--- src/rtl/rdo_encap_pkg.sv ---
package rdo_encap_pkg;

  localparam int HDR_BYTES = 22;
  localparam int MIN_BODY  = 60;
  localparam int FCS_BYTES = 4;

  typedef enum logic [1:0] {
    ST_IDLE    = 2'd0,
    ST_COLLECT = 2'd1,
    ST_EMIT    = 2'd2
  } enc_state_t;

  // One byte of reflected CRC32 (polynomial 0x04C11DB7, reversed 0xEDB88320)
  function automatic logic [31:0] crc32_step(input logic [31:0] crc_in,
                                             input logic [7:0]  b);
    logic [31:0] c;
    c = crc_in ^ {24'h0, b};
    for (int k = 0; k < 8; k++) begin
      if (c[0]) c = (c >> 1) ^ 32'hEDB88320;
      else      c = c >> 1;
    end
    return c;
  endfunction

endpackage

--- src/rtl/rdo_payload_buf.sv ---
module rdo_payload_buf #(
  parameter int DEPTH = 256,
  localparam int AW = (DEPTH > 1) ? $clog2(DEPTH) : 1
) (
  input  logic          clk,
  input  logic          wr_en,
  input  logic [AW-1:0] wr_addr,
  input  logic [7:0]    wr_data,
  input  logic [AW-1:0] rd_addr,
  output logic [7:0]    rd_data
);

  logic [7:0] mem [DEPTH];

  always_ff @(posedge clk) begin
    if (wr_en) mem[wr_addr] <= wr_data;
  end

  // Read is combinational so the output byte tracks the frame position directly
  assign rd_data = (32'(rd_addr) < DEPTH) ? mem[rd_addr] : 8'h00;

endmodule

--- src/rtl/rdo_hdr_gen.sv ---
module rdo_hdr_gen #(
  parameter logic [47:0] DST_MAC    = 48'h02005E102030,
  parameter logic [47:0] SRC_MAC    = 48'h02AABBCCDD01,
  parameter logic [15:0] ETHER_TYPE = 16'h0811,
  parameter logic [15:0] FRAME_TYPE = 16'h0003,
  parameter int          LINK_W     = 4
) (
  input  logic [4:0]        idx,
  input  logic [15:0]       pkt_id,
  input  logic [LINK_W-1:0] link,
  input  logic [15:0]       pay_len,
  output logic [7:0]        hdr_byte
);

  localparam int HB = rdo_encap_pkg::HDR_BYTES;

  logic [HB*8-1:0] hdr_vec;
  logic [7:0]      hdr_tab [32];

  assign hdr_vec = {DST_MAC, SRC_MAC, ETHER_TYPE, FRAME_TYPE,
                    16'(link), pkt_id, pay_len};

  for (genvar g = 0; g < 32; g++) begin : g_tab
    if (g < HB) begin : g_used
      assign hdr_tab[g] = hdr_vec[HB*8-1-8*g -: 8];
    end else begin : g_zero
      assign hdr_tab[g] = 8'h00;
    end
  end

  assign hdr_byte = hdr_tab[idx];

endmodule

--- src/rtl/rdo_crc_acc.sv ---
module rdo_crc_acc (
  input  logic        clk,
  input  logic        rst_n,
  input  logic        clear,
  input  logic        en,
  input  logic [7:0]  data,
  output logic [31:0] fcs
);

  logic [31:0] crc_q;

  always_ff @(posedge clk) begin
    if (!rst_n || clear) crc_q <= 32'hFFFFFFFF;
    else if (en)         crc_q <= rdo_encap_pkg::crc32_step(crc_q, data);
  end

  assign fcs = ~crc_q;

endmodule

--- src/rtl/rdo_frame_encap.sv ---
module rdo_frame_encap #(
  parameter int          MAX_PAYLOAD = 256,
  parameter int          LINK_W      = 4,
  parameter logic [47:0] DST_MAC     = 48'h02005E102030,
  parameter logic [47:0] SRC_MAC     = 48'h02AABBCCDD01,
  parameter logic [15:0] ETHER_TYPE  = 16'h0811,
  parameter logic [15:0] FRAME_TYPE  = 16'h0003
) (
  input  logic              clk,
  input  logic              rst_n,
  input  logic              in_valid,
  output logic              in_ready,
  input  logic [7:0]        in_data,
  input  logic              in_sof,
  input  logic              in_eof,
  input  logic [15:0]       in_pkt_id,
  input  logic [LINK_W-1:0] in_link,
  output logic              tx_valid,
  input  logic              tx_ready,
  output logic [7:0]        tx_data,
  output logic              tx_sof,
  output logic              tx_eof
);
  import rdo_encap_pkg::*;

  localparam int AW    = (MAX_PAYLOAD > 1) ? $clog2(MAX_PAYLOAD) : 1;
  localparam int LEN_W = $clog2(MAX_PAYLOAD + 1);
  localparam int POS_W = $clog2(HDR_BYTES + MAX_PAYLOAD + MIN_BODY + FCS_BYTES);

  enc_state_t        state_q;
  logic [LEN_W-1:0]  cnt_q, cnt_base, cnt_nxt;
  logic [LEN_W-1:0]  len_q;
  logic [15:0]       pkt_id_q;
  logic [LINK_W-1:0] link_q;
  logic [POS_W-1:0]  pos_q;

  logic              accept, take_byte, room;
  logic              wr_en;
  logic [7:0]        pay_byte, hdr_byte;
  logic [31:0]       fcs;
  logic [POS_W-1:0]  pay_end, body_end, last_pos;
  logic              in_hdr, in_pay, in_body;
  logic [1:0]        fcs_sel;
  logic [7:0]        fcs_byte;

  // ---------------- input side ----------------
  assign in_ready  = (state_q != ST_EMIT);
  assign accept    = in_valid && in_ready;
  assign take_byte = accept && (in_sof || state_q == ST_COLLECT);
  assign cnt_base  = in_sof ? '0 : cnt_q;
  assign room      = (32'(cnt_base) < MAX_PAYLOAD);
  assign cnt_nxt   = room ? cnt_base + LEN_W'(1) : cnt_base;
  assign wr_en     = take_byte && room;

  rdo_payload_buf #(.DEPTH(MAX_PAYLOAD)) u_buf (
    .clk     (clk),
    .wr_en   (wr_en),
    .wr_addr (AW'(cnt_base)),
    .wr_data (in_data),
    .rd_addr (AW'(pos_q - POS_W'(HDR_BYTES))),
    .rd_data (pay_byte)
  );

  // ---------------- frame layout ----------------
  assign pay_end  = POS_W'(HDR_BYTES) + POS_W'(len_q);
  assign body_end = (pay_end > POS_W'(MIN_BODY)) ? pay_end : POS_W'(MIN_BODY);
  assign last_pos = body_end + POS_W'(FCS_BYTES - 1);
  assign in_hdr   = (pos_q < POS_W'(HDR_BYTES));
  assign in_pay   = (pos_q < pay_end);
  assign in_body  = (pos_q < body_end);
  assign fcs_sel  = 2'(pos_q - body_end);

  rdo_hdr_gen #(
    .DST_MAC    (DST_MAC),
    .SRC_MAC    (SRC_MAC),
    .ETHER_TYPE (ETHER_TYPE),
    .FRAME_TYPE (FRAME_TYPE),
    .LINK_W     (LINK_W)
  ) u_hdr (
    .idx      (5'(pos_q)),
    .pkt_id   (pkt_id_q),
    .link     (link_q),
    .pay_len  (16'(len_q)),
    .hdr_byte (hdr_byte)
  );

  rdo_crc_acc u_crc (
    .clk   (clk),
    .rst_n (rst_n),
    .clear (state_q != ST_EMIT),
    .en    (tx_valid && tx_ready && in_body),
    .data  (tx_data),
    .fcs   (fcs)
  );

  always_comb begin
    case (fcs_sel)
      2'd0:    fcs_byte = fcs[7:0];
      2'd1:    fcs_byte = fcs[15:8];
      2'd2:    fcs_byte = fcs[23:16];
      default: fcs_byte = fcs[31:24];
    endcase
  end

  // ---------------- output side ----------------
  always_comb begin
    if (in_hdr)       tx_data = hdr_byte;
    else if (in_pay)  tx_data = pay_byte;
    else if (in_body) tx_data = 8'h00;
    else              tx_data = fcs_byte;
  end

  assign tx_valid = (state_q == ST_EMIT);
  assign tx_sof   = tx_valid && (pos_q == '0);
  assign tx_eof   = tx_valid && (pos_q == last_pos);

  // ---------------- control ----------------
  always_ff @(posedge clk) begin
    if (!rst_n) begin
      state_q  <= ST_IDLE;
      cnt_q    <= '0;
      len_q    <= '0;
      pkt_id_q <= '0;
      link_q   <= '0;
      pos_q    <= '0;
    end else begin
      case (state_q)
        ST_IDLE, ST_COLLECT: begin
          if (accept && in_sof) begin
            pkt_id_q <= in_pkt_id;
            link_q   <= in_link;
          end
          if (take_byte) begin
            cnt_q <= cnt_nxt;
            if (in_eof) begin
              state_q <= ST_EMIT;
              len_q   <= cnt_nxt;
              pos_q   <= '0;
            end else begin
              state_q <= ST_COLLECT;
            end
          end
        end
        ST_EMIT: begin
          if (tx_ready) begin
            if (pos_q == last_pos) begin
              state_q <= ST_IDLE;
              pos_q   <= '0;
              cnt_q   <= '0;
            end else begin
              pos_q <= pos_q + POS_W'(1);
            end
          end
        end
        default: state_q <= ST_IDLE;
      endcase
    end
  end

endmodule

--- config.mk ---
export PLATFORM = sky130hd
export DESIGN_NAME = rdo_frame_encap
export DESIGN_NICKNAME = d
export VERILOG_FILES = /design/src/rtl/rdo_encap_pkg.sv /design/src/rtl/rdo_payload_buf.sv /design/src/rtl/rdo_hdr_gen.sv /design/src/rtl/rdo_crc_acc.sv /design/src/rtl/rdo_frame_encap.sv
export SDC_FILE = /design/constraint.sdc
export NUM_CORES = 2
export LEC_CHECK = 0
export ABC_AREA = 1
export BUFFER_PORTS_ARGS = -buffer_cell sky130_fd_sc_hd__buf_2
export CORE_MARGIN = 5
export CORE_UTILIZATION = 57
export DETAILED_ROUTE_END_ITERATION = 10
export PLACE_DENSITY = 0.76
export SETUP_SLACK_MARGIN = 0.3
export SLEW_MARGIN = 40
export SYNTH_ARGS = -nofsm -noshare
export SYNTH_HDL_FRONTEND = slang
export SYNTH_SLANG_ARGS = --single-unit
export TNS_END_PERCENT = 5
--- constraint.sdc ---
create_clock -name clk -period 3.9 [get_ports clk]
set_input_delay 0.195 -clock clk [delete_from_list [all_inputs] [get_ports clk]]
set_output_delay 0.195 -clock clk [all_outputs]
set_load 0.03 [all_outputs]
==> qor.txt <==
Overall Global Routing Usage: 0.300
Syn Nets: 8070
setup ws final: -362 ps
drt first-iter violations: 9288
Layout Nets: 8329
MaxCap Viol Count: 0
Synth Area in Adders: 0.00404
GPL Wtd Cong: 0.944
vias per cell: 6.14
ANT nets after route: 0
via count: 64400
crit share post-route: 1.09
critical path fanouts, max: 35
leakage power: 0.0364 uW
clock-pin transition on the worst setup and hold timing paths: 60 ps
total power per unit cell area: 456 nW/um^2
IO Count: 46
mapped cell area: 89800 um^2
most frequent cells in the layout: nand2_1, nand3_1, edfxtp_1
TritonRoute pass-1 iters: 9
flops & latches, synth: 2129
die height: 407 um
Max-slew headroom: 0.380
mux share of post-synthesis cell area: 0
Avg Inst Size Synth: 11.2 um^2
Synth Warn #: 0
Post-Syn Instances: 8007
CTS root buf: clkbuf_16
CTS Buffer Depth: 3
CP Capture Type: output pin
CP max stage cell: dfxtp_4
worst min-delay path class: in2reg
routed wire length: 251000 um
final hold vios: 0
first-pass GRT wire length: 376000 um
initial antenna violation count: 6
top cells by area, synth: edfxtp_1, nand3_1, nand2_1
CTS tree: done
clock sinks: 2129
Worst-Skew Late Latency: 840 ps
DRC: 0
Slew @ Worst Pin: 930 ps
main combinational cell family by area after synthesis: simple AND/OR/NAND/NOR gates
Die ar.: 166000 um^2
xor-xnor portion of the synthesized cell area: 0.00454
hold depth: 8
Final Total Pwr: 46600 uW
most frequent CP cell: nand3_1
share of cells above drive strength 1: 0.115
Initial Util: 0.574
number of global-route vias before repair: 61700
die width: 407 um
Crit Path Category: reg2out
CTS buffer count: 202
Area Overhead vs Synth: 13.8%
Synth area leader: edfxtp_1
Worst Reg-to-Reg Cells: 35
WL/cell: 23.9 um
commonest non-fill, non-tap cell in the layout: nand2_1
status: finished, violations left
Clock Skews: 31.6 ps
Peak VDD IR: 0.603 mV
H-tree depth: 4
synth unique cells: 48
Synth Area in Simple Gates: 0.238
Non-Filler Instances: 10500
Synth Area in Compound Gates: 0.0127
Fillers: 11200
Arrival @ worst endpoint: 4070 ps
failing checks: setup timing
post-synthesis sequential area ratio: 0.703
Tmin final: 4260 ps
Cell Rows: 145
RSZ-0062 raised after global routing: yes
fmax: 0.235 GHz
core area: 156000 um^2
Overflow after GRT: 0
delay of the slowest cell on the worst path: 470 ps
hpwl dp: 151000 um
Yosys top cell area share: 0.685
max-slew violations: 0
WP data required: 3700 ps
placed cells: 10000
largest net degree at the start of global routing: 143
crit-path cells: buf_12, buf_12, buf_4, nand2_1, nand3_1, nand3_1, nand3_1, nand3_1, nand3_1, nand3_1, nand2_1, nand2_1, nand3_1, nand2_1, nand2_2, nand2_2, buf_4, inv_2, buf_6
IO buf count: 45
Setup violations, final: 36
critical path launch point type: flip-flop
## routing by layer
layer / GRT usage / wire, um / part of all wire / vias to the layer above
met2: 0.471 / 116000 / 0.46 / 4096
met4: 0.140 / 12900 / 0.051 / 0
met5: 0 / 0 / 0 / -
li1: - / - / - / 28700
met1: 0.402 / 92700 / 0.37 / 31000
met3: 0.0700 / 28800 / 0.11 / 706
## stage by stage
| stage | worst slack (ps) | hold WS (ps) | setup TNS (ps) | util | area [um^2] |
|---|---|---|---|---|---|
| 2_1_floorplan | 252 | 294 | 0 | - | 89900 |
| 3_3_place_gp | -83.1 | 417 | -553 | 0.603 | 94400 |
| 3_5_place_dp | -236 | 425 | -3710 | 0.604 | 94400 |
| 4_1_cts | -321 | 0.854 | -5330 | 0.652 | 102000 |
| 5_1_grt | -573 | 76.5 | -16010 | 0.653 | 102000 |
| 6_report | -362 | 50.1 | -5760 | 0.654 | 102000 |
## what timing repair did
action                                  CTS  global route
hold buffers                             51             0
endpoints found under the hold margin   612             0
gates resized for setup                  87            38
pin swaps                                21            10
buffers inserted                         30             1
gates cloned                              1             0
endpoints found under the setup margin   41            58
## critical path, delay by kind of cell (launching register included)
| family | cells | cell delay [ps] |
|---|---|---|
| flip-flops | 1 | 470 |
| buffers and inverters | 6 | 980 |
| AND/OR/NAND/NOR | 13 | 1760 |
## Yosys cell counts (all sizes together)
cell type	n
o21bai	1
o211ai	10
o221ai	9
ha	29
a211oi	3
nand3b	2
buf	418
a21oi	77
o21ai	82
xnor2	7
nand4	6
nor4	3
o21a	1
inv	161
clkbuf	88
nor3	11
xor2	34
edfxtp	2048
nand2	2384
clkinv	3
nor2b	1
nor2	422
dfxtp	81
o22ai	6
a221oi	3
or2	5
o311ai	2
o31ai	3
a221o	2
o2111ai	1
nand3	2104
## sequential cells by signal (all words and copies together) (netlist names)
register and count:
len_q 9, u_crc.crc_q 32, state_q 2, cnt_q 9, link_q 4, u_buf.mem 2048
pkt_id_q 16, pos_q 9
## power by group
group	internal (uW)	leakage, uW	switching, uW
Combinational	605	0.0141	1460
Clock	11100	0.00316	8320
Sequential	25100	0.0191	29.7
Total	36800	0.0364	9810
## layout make-up
cell class | instances | area [um^2] | area share
Tap cell | 2058 | 2570 | 0.0252
Sequential cell | 2129 | 63100 | 0.618
Antenna cell | 10 | 25.0 | 0.000245
Clock inverter | 99 | 1010 | 0.00989
Clock buffer | 263 | 5450 | 0.0533
Timing Repair Buffer | 561 | 5530 | 0.0541
Multi-Input combinational cell | 5208 | 23800 | 0.233
Inverter | 164 | 663 | 0.00649
## final timing paths
check	startpoint	to	slack (ps)
min reg2reg	cnt_q[8]$_SDFFE_PN0P_	cnt_q[8]$_SDFFE_PN0P_	470
min	in_valid	state_q[0]$_SDFFE_PN0P_	50
max	pos_q[0]$_SDFFE_PN0P_	tx_data[1]	-360
max reg2reg	len_q[2]$_SDFFE_PN0P_	u_crc.crc_q[22]$_SDFFE_PP1P_	-240
## cell families after synthesis
family | count (synthesis)
AND/OR/NAND/NOR | 4938
buffers and inverters | 670
AO/OA/AOI/OAI | 200
adder cells (fa/ha/maj) | 29
flip-flops | 2129
XOR/XNOR | 41
Note: power is estimated with default switching activity, not from simulation.
